[config.mk]
export PLATFORM = sky130hd
export DESIGN_NAME = usbtok_rx
export DESIGN_NICKNAME = d
export VERILOG_FILES = /design/src/rtl/usbtok_pkg.sv /design/src/rtl/usbtok_nrzi.sv /design/src/rtl/usbtok_unstuff.sv /design/src/rtl/usbtok_crc.sv /design/src/rtl/usbtok_rx.sv
export SDC_FILE = /design/constraint.sdc
export NUM_CORES = 1
export LEC_CHECK = 0
export BUFFER_PORTS_ARGS = -buffer_cell sky130_fd_sc_hd__clkbuf_2
export CAP_MARGIN = 10
export CORE_UTILIZATION = 36
export DETAILED_ROUTE_END_ITERATION = 12
export MAX_ROUTING_LAYER = met4
export PLACE_DENSITY = 0.56
export SYNTH_ARGS = -nofsm -noshare
export SYNTH_HDL_FRONTEND = slang
export SYNTH_HIERARCHICAL = 1
export SYNTH_SLANG_ARGS = --single-unit
[constraint.sdc]
create_clock -name clk -period 2.1 [get_ports clk]
set_clock_uncertainty 0.05 [all_clocks]
set_input_delay 0.21 -clock clk [delete_from_list [all_inputs] [get_ports clk]]
set_output_delay 0.21 -clock clk [all_outputs]
set_load 0.02 [all_outputs]
[src/rtl/usbtok_pkg.sv]
package usbtok_pkg;

    localparam int PID_W   = 4;
    localparam int ADDR_W  = 7;
    localparam int ENDP_W  = 4;
    localparam int CRC_W   = 5;
    localparam int SYNC_W  = 8;

    localparam int HDR_BITS = 2 * PID_W + ADDR_W + ENDP_W;
    localparam int TOK_BITS = HDR_BITS + CRC_W;

    // newest decoded bit sits in the MSB: seven 0s then a final 1
    localparam logic [SYNC_W-1:0] SYNC_PAT = 8'h80;

    localparam logic [CRC_W-1:0] CRC_POLY     = 5'b00101;
    localparam logic [CRC_W-1:0] CRC_PRESET   = 5'b11111;
    localparam logic [CRC_W-1:0] CRC_RESIDUAL = 5'b01100;

    localparam logic [PID_W-1:0] PID_OUT   = 4'b0001;
    localparam logic [PID_W-1:0] PID_IN    = 4'b1001;
    localparam logic [PID_W-1:0] PID_SETUP = 4'b1101;

    typedef enum logic [1:0] {
        ST_IDLE  = 2'd0,
        ST_RECV  = 2'd1,
        ST_CHECK = 2'd2
    } rx_state_e;

    // header as held in the shift register (first received bit at LSB)
    typedef struct packed {
        logic [ENDP_W-1:0] endp;
        logic [ADDR_W-1:0] addr;
        logic [PID_W-1:0]  pid_chk;
        logic [PID_W-1:0]  pid_type;
    } tok_hdr_t;

    function automatic logic is_token(input logic [PID_W-1:0] t);
        return (t == PID_OUT) || (t == PID_IN) || (t == PID_SETUP);
    endfunction

endpackage

[src/rtl/usbtok_nrzi.sv]
module usbtok_nrzi (
    input  logic clk,
    input  logic rst,
    input  logic stb,
    input  logic line,
    output logic dbit
);
    logic prev_q;

    // unchanged level decodes to 1, a transition to 0
    assign dbit = (line == prev_q);

    always_ff @(posedge clk) begin
        if (rst)      prev_q <= 1'b1;
        else if (stb) prev_q <= line;
    end
endmodule

[src/rtl/usbtok_unstuff.sv]
module usbtok_unstuff #(
    parameter int RUN = 6
) (
    input  logic clk,
    input  logic rst,
    input  logic stb,
    input  logic din,
    input  logic en,
    input  logic load,
    output logic keep,
    output logic err
);
    localparam int CW = $clog2(RUN + 1);

    logic [CW-1:0] ones_q;
    logic          at_limit;

    assign at_limit = (ones_q == CW'(RUN));
    assign keep     = stb && en && !at_limit;
    assign err      = stb && en && at_limit && din;

    always_ff @(posedge clk) begin
        if (rst) begin
            ones_q <= '0;
        end else if (load) begin
            ones_q <= CW'(1);
        end else if (stb && en) begin
            if (at_limit)  ones_q <= '0;
            else if (din)  ones_q <= ones_q + CW'(1);
            else           ones_q <= '0;
        end
    end
endmodule

[src/rtl/usbtok_crc.sv]
module usbtok_crc #(
    parameter int            W      = 5,
    parameter logic [W-1:0]  POLY   = 5'b00101,
    parameter logic [W-1:0]  PRESET = 5'b11111
) (
    input  logic         clk,
    input  logic         rst,
    input  logic         init,
    input  logic         en,
    input  logic         din,
    output logic [W-1:0] crc
);
    logic         fb;
    logic [W-1:0] nxt;

    always_comb begin
        fb  = din ^ crc[W-1];
        nxt = {crc[W-2:0], 1'b0} ^ (fb ? POLY : '0);
    end

    always_ff @(posedge clk) begin
        if (rst || init) crc <= PRESET;
        else if (en)     crc <= nxt;
    end
endmodule

[src/rtl/usbtok_rx.sv]
module usbtok_rx
    import usbtok_pkg::*;
#(
    parameter int STUFF_RUN = 6
) (
    input  logic              clk,
    input  logic              rst,
    input  logic              bit_valid,
    input  logic              rx_line,
    input  logic [ADDR_W-1:0] dev_addr,
    output logic              tok_valid,
    output logic              tok_err,
    output logic [PID_W-1:0]  tok_pid,
    output logic [ENDP_W-1:0] tok_endp
);
    localparam int CNT_W = $clog2(TOK_BITS + 1);

    rx_state_e           state_q;
    logic [SYNC_W-1:0]   hist_q;
    logic [SYNC_W-1:0]   hist_nxt;
    logic [HDR_BITS-1:0] sh_q;
    logic [CNT_W-1:0]    cnt_q;
    logic [CRC_W-1:0]    crc_q;
    logic                dbit;
    logic                keep;
    logic                stuff_err;
    logic                sync_hit;
    logic                crc_en;
    tok_hdr_t            hdr;
    logic                pid_ok;
    logic                type_ok;
    logic                crc_ok;
    logic                addr_hit;

    usbtok_nrzi u_nrzi (
        .clk  (clk),
        .rst  (rst),
        .stb  (bit_valid),
        .line (rx_line),
        .dbit (dbit)
    );

    usbtok_unstuff #(.RUN(STUFF_RUN)) u_unstuff (
        .clk  (clk),
        .rst  (rst),
        .stb  (bit_valid),
        .din  (dbit),
        .en   (state_q == ST_RECV),
        .load (sync_hit),
        .keep (keep),
        .err  (stuff_err)
    );

    usbtok_crc #(.W(CRC_W), .POLY(CRC_POLY), .PRESET(CRC_PRESET)) u_crc (
        .clk  (clk),
        .rst  (rst),
        .init (sync_hit),
        .en   (crc_en),
        .din  (dbit),
        .crc  (crc_q)
    );

    always_comb begin
        hist_nxt = {dbit, hist_q[SYNC_W-1:1]};
        sync_hit = (state_q == ST_IDLE) && bit_valid && (hist_nxt == SYNC_PAT);
        crc_en   = keep && (cnt_q >= CNT_W'(2 * PID_W));
        hdr      = tok_hdr_t'(sh_q);
        pid_ok   = (hdr.pid_chk == ~hdr.pid_type);
        type_ok  = is_token(hdr.pid_type);
        crc_ok   = (crc_q == CRC_RESIDUAL);
        addr_hit = (hdr.addr == dev_addr);
    end

    always_ff @(posedge clk) begin
        if (rst) begin
            state_q   <= ST_IDLE;
            hist_q    <= '1;
            sh_q      <= '0;
            cnt_q     <= '0;
            tok_valid <= 1'b0;
            tok_err   <= 1'b0;
            tok_pid   <= '0;
            tok_endp  <= '0;
        end else begin
            tok_valid <= 1'b0;
            tok_err   <= 1'b0;
            unique case (state_q)
                ST_IDLE: begin
                    if (bit_valid) begin
                        hist_q <= sync_hit ? '1 : hist_nxt;
                        if (sync_hit) begin
                            state_q <= ST_RECV;
                            cnt_q   <= '0;
                        end
                    end
                end
                ST_RECV: begin
                    if (stuff_err) begin
                        tok_err <= 1'b1;
                        state_q <= ST_IDLE;
                    end else if (keep) begin
                        if (cnt_q < CNT_W'(HDR_BITS))
                            sh_q <= {dbit, sh_q[HDR_BITS-1:1]};
                        cnt_q <= cnt_q + CNT_W'(1);
                        if (cnt_q == CNT_W'(TOK_BITS - 1))
                            state_q <= ST_CHECK;
                    end
                end
                ST_CHECK: begin
                    state_q <= ST_IDLE;
                    if (!pid_ok || !type_ok || !crc_ok) begin
                        tok_err <= 1'b1;
                    end else if (addr_hit) begin
                        tok_valid <= 1'b1;
                        tok_pid   <= hdr.pid_type;
                        tok_endp  <= hdr.endp;
                    end
                end
                default: state_q <= ST_IDLE;
            endcase
        end
    end
endmodule

==> Yosys cells after proc, flatten, opt, wreduce, memory -nomap -nowiden <==
Cells that the tools add are included.
Widths: inputs -> output; s select.
{ "word_totals": {"in_bits": 11, "wordCells": 87, "out_inout_bits": 10, "register_bits": 53} }
{ "op_classes": {"reduce_logical": 26, "muxes": 21, "add_sub_neg": 2, "eq_ne": 18, "n_lt_le_gt_ge": 2, "bitwise": 6} }
{ "ops": {"columns": ["operator", "count"], "rows": [
  ["$mux 5", 4],
  ["$mux 2", 5],
  ["$pmux 5 s2", 1],
  ["$mux 3", 3],
  ["$eq 4x4->1 const B", 2],
  ["$eq 8x8->1 const B", 1],
  ["$mux 8", 1],
  ["$ne 2x2->1 const B", 4],
  ["$reduce_and 4->1", 2],
  ["$eq 7x7->1", 1],
  ["$logic_and 1x1->1", 7],
  ["$ne 3x3->1 const B", 2],
  ["$add 5x1->5 const B", 1],
  ["$eq 5x4->1 const B", 1],
  ["$eq 5x5->1 const B", 1],
  ["$ge 5x4->1 const B", 1],
  ["$logic_or 1x1->1", 5],
  ["$lt 5x5->1 const B", 1],
  ["$mux 1", 5],
  ["$reduce_and 5->1", 1],
  ["$xor 5x5->5", 1],
  ["$eq 4x1->1 const B", 1],
  ["$eq 4x4->1", 1],
  ["$logic_not 1->1", 4],
  ["16 further kinds", 19]
]} }

==> Depth between registers and ports, before layout <==
{ "logic_depth": {"ltp_word": 8, "depth_mapped": 10, "depth_no_buf": 8} }

==> Cells and area by module <==
Netlist, hierarchy kept.
{ "by_module_without_submodules": {"columns": ["module", "seq_area_each_um2", "cells_each", "area_each_um2", "instances"], "rows": [
  ["usbtok_rx", 860.8, 218, 1965.6, 1],
  ["usbtok_crc", 100.1, 23, 240.2, 1],
  ["usbtok_unstuff", 60.1, 21, 183.9, 1],
  ["usbtok_nrzi", 20.0, 4, 43.8, 1]
]} }

==> Worst setup path before layout <==
OpenSTA, ideal clock, no wires.
{ "synth_timing": {"path_type": "register to register", "startpoint": "register state_q[1]", "endpoint": "register sh_q[18] (netlist: hdr[18])", "setup_time_ns": 0.128, "t_arrival_ns": 1.842, "path_stages_with_launch": 11, "slack_ns": 0.081, "t_required_ns": 1.922, "n_path_buf": 2, "cell_sequence": "dfxtp_1 inv_1 ha_1 nand2_1 a21oi_1 inv_1 a211oi_1 buf_2 buf_4 mux2i_1 nor2_1"} }
{ "synth_rtl": {"columns": ["item", "line", "text"], "rows": [
  ["from (decl)", "usbtok_rx.sv:18", "rx_state_e state_q;"],
  ["from (signal assigned)", "usbtok_rx.sv:76", "state_q <= ST_IDLE;"],
  ["from (signal assigned)", "usbtok_rx.sv:92", "state_q <= ST_RECV;"],
  ["from (signal assigned)", "usbtok_rx.sv:100", "state_q <= ST_IDLE;"],
  ["$eq 2x1->1", "usbtok_rx.sv:48", ".en (state_q == ST_RECV),"],
  ["$logic_and 1x1->1 (2 in a row)", "usbtok_unstuff.sv:19", "assign keep = stb && en && !at_limit;"],
  ["named net keep", "usbtok_rx.sv:25", "logic keep;"],
  ["$reduce_and 4->1 (no line)", null, null],
  ["to (signal assigned)", "usbtok_rx.sv:103", "sh_q <= {dbit, sh_q[HDR_BITS-1:1]};"],
  ["to (decl)", "usbtok_rx.sv:21", "logic [HDR_BITS-1:0] sh_q;"]
]} }
The timed path passes the listed nets, and every way through them passes these cells.
A chain may end at the register's enable or synchronous reset.

==> Worst setup path in the final report <==
{ "layout_timing": {"startpoint": "register u_unstuff.ones_q[0]", "endpoint": "register sh_q[9] (netlist: hdr[9])"} }
{ "layout_between": {"elab_chain_len": 5} }
{ "layout_lines": {"columns": ["item", "line", "text"], "rows": [
  ["from (decl)", "usbtok_unstuff.sv:15", "logic [CW-1:0] ones_q;"],
  ["from (signal assigned)", "usbtok_unstuff.sv:29", "else if (din) ones_q <= ones_q + CW'(1);"],
  ["$eq 3x3->1", "usbtok_unstuff.sv:18", "assign at_limit = (ones_q == CW'(RUN));"],
  ["$logic_and 1x1->1 (2 in a row)", "usbtok_unstuff.sv:20", "assign err = stb && en && at_limit && din;"],
  ["named net stuff_err", "usbtok_rx.sv:26", "logic stuff_err;"],
  ["$not 1->1 (no line)", null, null],
  ["$reduce_and 4->1 (no line)", null, null]
]} }
The timed path passes the listed nets, and every way through them passes these cells.

==> run_results.csv <==
group,metric,value,unit
status,status,"finished, violations left",
status,violations,"DRC",
setup_path,reg2reg_to,"hdr[9]",
cells_and_area,syn2layout_area_growth,15.89,%
grt,grtUsageTotal,13.97,%
detailed_routing,vias,1920,
detailed_routing,finalWirelength,4.771,mm
min_path,hold_end,"u_nrzi/prev_q",
sta,slew-limit-headroom,65.64,%
setup_path,startpoint,"u_unstuff/ones_q[0]",
logic_synthesis,async_flop_share,0,%
clock_network,holdBufCountCts,0,
die,rows,29,
clock_network,cts.sinks,52,
cells_and_area,fillCellCount,643,
min_path,hold_class,"in -> reg",
setup_path,reg2reg_depth,10,
setup_path,worst-path-max-fanout,5,
logic_synthesis,synth_edf_count,0,
grt,grt_overflow,0,
grt,grt_pass1_wl,7.831,mm
place,hpwl,3.345,mm
min_path,min-delay-start,"rx_line",
logic_synthesis,synth_warnings,6,
logic_synthesis,syn_avg_cell_area,9.149,um^2
setup_path,crit_arrival,2.06,ns
die,core,6422,um^2
clock_network,cts_made_buffers,5,
grt,grt_pass1_vias,1740,
detailed_routing,dr.first_iter.drc_count,69,
logic_synthesis,yosysUniqueCellTypes,50,
sta,worst_pin_slew,0.5149,ns
flow_run,cap_violations,0,
detailed_routing,first_pass_iters,8,
detailed_routing,ant_nets,0,
detailed_routing,via_per_inst,5.147,
die,ios,21,
power_and_ir_drop,irDropWorstVdd,0.2808,mV
setup_path,required,2.24,ns
sta,finalHoldViolCount,0,
clock_network,cts_tree,"done",
die,start_util,37.89,%
clock_network,max-clock-path-buffers,2,
logic_synthesis,ys_ff_latch,52,
power_and_ir_drop,power_density,595.5,nW/um^2
sta,fmaxAchievable,518.9,MHz
cells_and_area,fin_util,43.91,%
logic_synthesis,synth_nets,284,
sta,post-route-period-util,91.78,%
die,fp.dieArea,7093,um^2
logic_synthesis,synth-seq-area-share,42.78,%
cells_and_area,n_antenna_cell,0,
place,numPortBuffers,20,
logic_synthesis,synth_cells,266,
setup_path,endpoint_kind,"register",
detailed_routing,drcViolationCount,2,
setup_path,r2r_start,"u_unstuff/ones_q[0]",
setup_path,path_class,"reg -> reg",
clock_network,cts_max_level,2,
clock_network,clkLatencyLatePin,0.30,ns
sta,setup_viol,0,
sta,finalHoldWorstSlack,0.08502,ns
die,die_y,84.22,um
cells_and_area,multiInputGateArea,1308,um^2
clock_network,clk_pin_slew_worst_paths,0.10,ns
sta,fin_setup_tns,0,ns
setup_path,reg2reg_slack,0.17,ns
min_path,hold-path-cell-count,2,
sta,period_needed,1.927,ns
logic_synthesis,syn_area,2434,um^2
die,die_w,84.22,um
cells_and_area,drive_gt1_share,17.23,%
clock_network,cts_root_buffer,"clkbuf_8",
detailed_routing,wire_per_inst,12.79,um
place,gp_congestion,0.7652,
cells_and_area,fin_nets,313,
setup_path,start_kind,"register",
cells_and_area,seq_area,1042,um^2
sta,maxSlewViolCount,0,
grt,antenna_found_initial,0,
grt,grt_max_degree,37,
sta,rsz0062_at_grt,"no",
logic_synthesis,ys.flop_type,"dfxtp_1",
power_and_ir_drop,leakage,0.001050,uW
[cell usage in the layout, fill, tap and decap left out, types with 8 or more instances in the layout]
| cell type | n |
|---|---|
| mux2i_1 | 28 |
| inv_1 | 10 |
| nor2_1 | 26 |
| xnor2_1 | 9 |
| dfxtp_1 | 51 |
| nand2_1 | 33 |
| clkbuf_2 | 20 |
| a21oi_1 | 8 |
| nand3_1 | 14 |
| buf_4 | 12 |
[repair_timing]
item / CTS / global route
setup endpoints to repair: 0 / 18
gates resized for setup: 0 / 5
buffers inserted: 0 / 2
[how the worst max path moves through the flow]
stage / to / depth (start not counted) / slack, ns
global route: hdr[13] / 10 / 0.02
CTS: cnt_q[2] / 8 / 0.09
detailed placement: cnt_q[2] / 8 / 0.1
floorplan: hdr[18] / 10 / 0.08
finish: hdr[9] / 10 / 0.17
global placement: cnt_q[4] / 8 / 0.15
[through the flow]
step | cell area (um^2) | setup slack (ns) | total power [uW] | std cells
finish | 2820 | 0.1727 | 1679 | 373
global route | 2820 | 0.01697 | 1748 | 373
CTS | 2761 | 0.08516 | 1702 | 369
detailed placement | 2671 | 0.09726 | 1117 | 361
global placement | 2671 | 0.1455 | 1117 | 361
floorplan | 2434 | 0.08089 | 1081 | 266
[per-layer routing]
layer	part of all wire, %	global-route usage (%)
met3	1.9	3.147
met4	1.4	4.702
met1	53	18.46
met5	0	-
met2	44	21.09
[report_power, final]
part	internal [uW]	switching [uW]	total, uW
registers	996	6.16	1000
clock network	237	348	586
logic	34.9	56.8	91.7
total	1270	411	1680
[area by class of cell]
class	instances	share of cell area (%)
well taps	77	3.416
clock buffers	5	2.440
clock inverters	3	0.7542
inverters	10	1.331
repair buffers	35	8.740
flip-flops and latches	52	36.96
multi-input cells	191	46.36
[state kept, by name, indices dropped and copies added (netlist names)]
register,flops
cnt_q,5
hdr,19
hist_q,7
state_q,2
tok_endp,4
tok_err,1
tok_pid,4
tok_valid,1
u_crc/crc,5
u_nrzi/prev_q,1
u_unstuff/ones_q,3
[cell families (layout without fill, tap and decap cells)]
| group | after synthesis | after routing | share of synthesized area [%] |
|---|---|---|---|
| and+or+nand+nor | 108 | 108 | 22.47 |
| xor gates and xnor gates | 11 | 11 | 4.525 |
| adders and majority gates | 7 | 7 | 3.599 |
| DFF | 52 | 52 | 42.78 |
| muxes | 28 | 28 | 11.52 |
| buffers and inverters | 23 | 53 | 4.267 |
| AOI/OAI and AO/OA | 37 | 37 | 10.85 |
[Yosys cell counts, types with 2 or more instances]
| library cell | count | area (um^2) |
|---|---|---|
| a211o_1 | 3 | 26.28 |
| a21oi_1 | 9 | 45.04 |
| and2_1 | 2 | 12.51 |
| buf_2 | 2 | 10.01 |
| buf_4 | 4 | 30.03 |
| clkbuf_1 | 6 | 22.52 |
| dfxtp_1 | 52 | 1041 |
| ha_1 | 7 | 87.58 |
| inv_1 | 10 | 37.54 |
| mux2i_1 | 28 | 280.3 |
| nand2_1 | 33 | 123.9 |
| nand2b_1 | 5 | 31.28 |
| nand3_1 | 14 | 70.07 |
| nand3b_1 | 2 | 15.01 |
| nand4_1 | 7 | 43.79 |
| nor2_1 | 26 | 97.59 |
| nor2b_1 | 4 | 25.02 |
| nor3_1 | 2 | 10.01 |
| nor3b_1 | 2 | 15.01 |
| o21a_1 | 2 | 15.01 |
| o21ai_0 | 5 | 25.02 |
| o311ai_0 | 2 | 17.52 |
| o31ai_1 | 2 | 15.01 |
| o41ai_1 | 2 | 17.52 |
| or4_1 | 2 | 15.01 |
| xnor2_1 | 9 | 78.83 |
[worst max-delay path, stage by stage, from the launching register on]
cell       delay, ns
dfxtp_2         0.35
inv_1           0.06
ha_1            0.23
nand2_1         0.12
nor2_1          0.07
nand2b_2        0.21
a211oi_4        0.18
buf_4           0.17
clkbuf_16       0.14
mux2i_1         0.18
nor2_1          0.05
No activity file was read; power rests on OpenSTA's default activity.
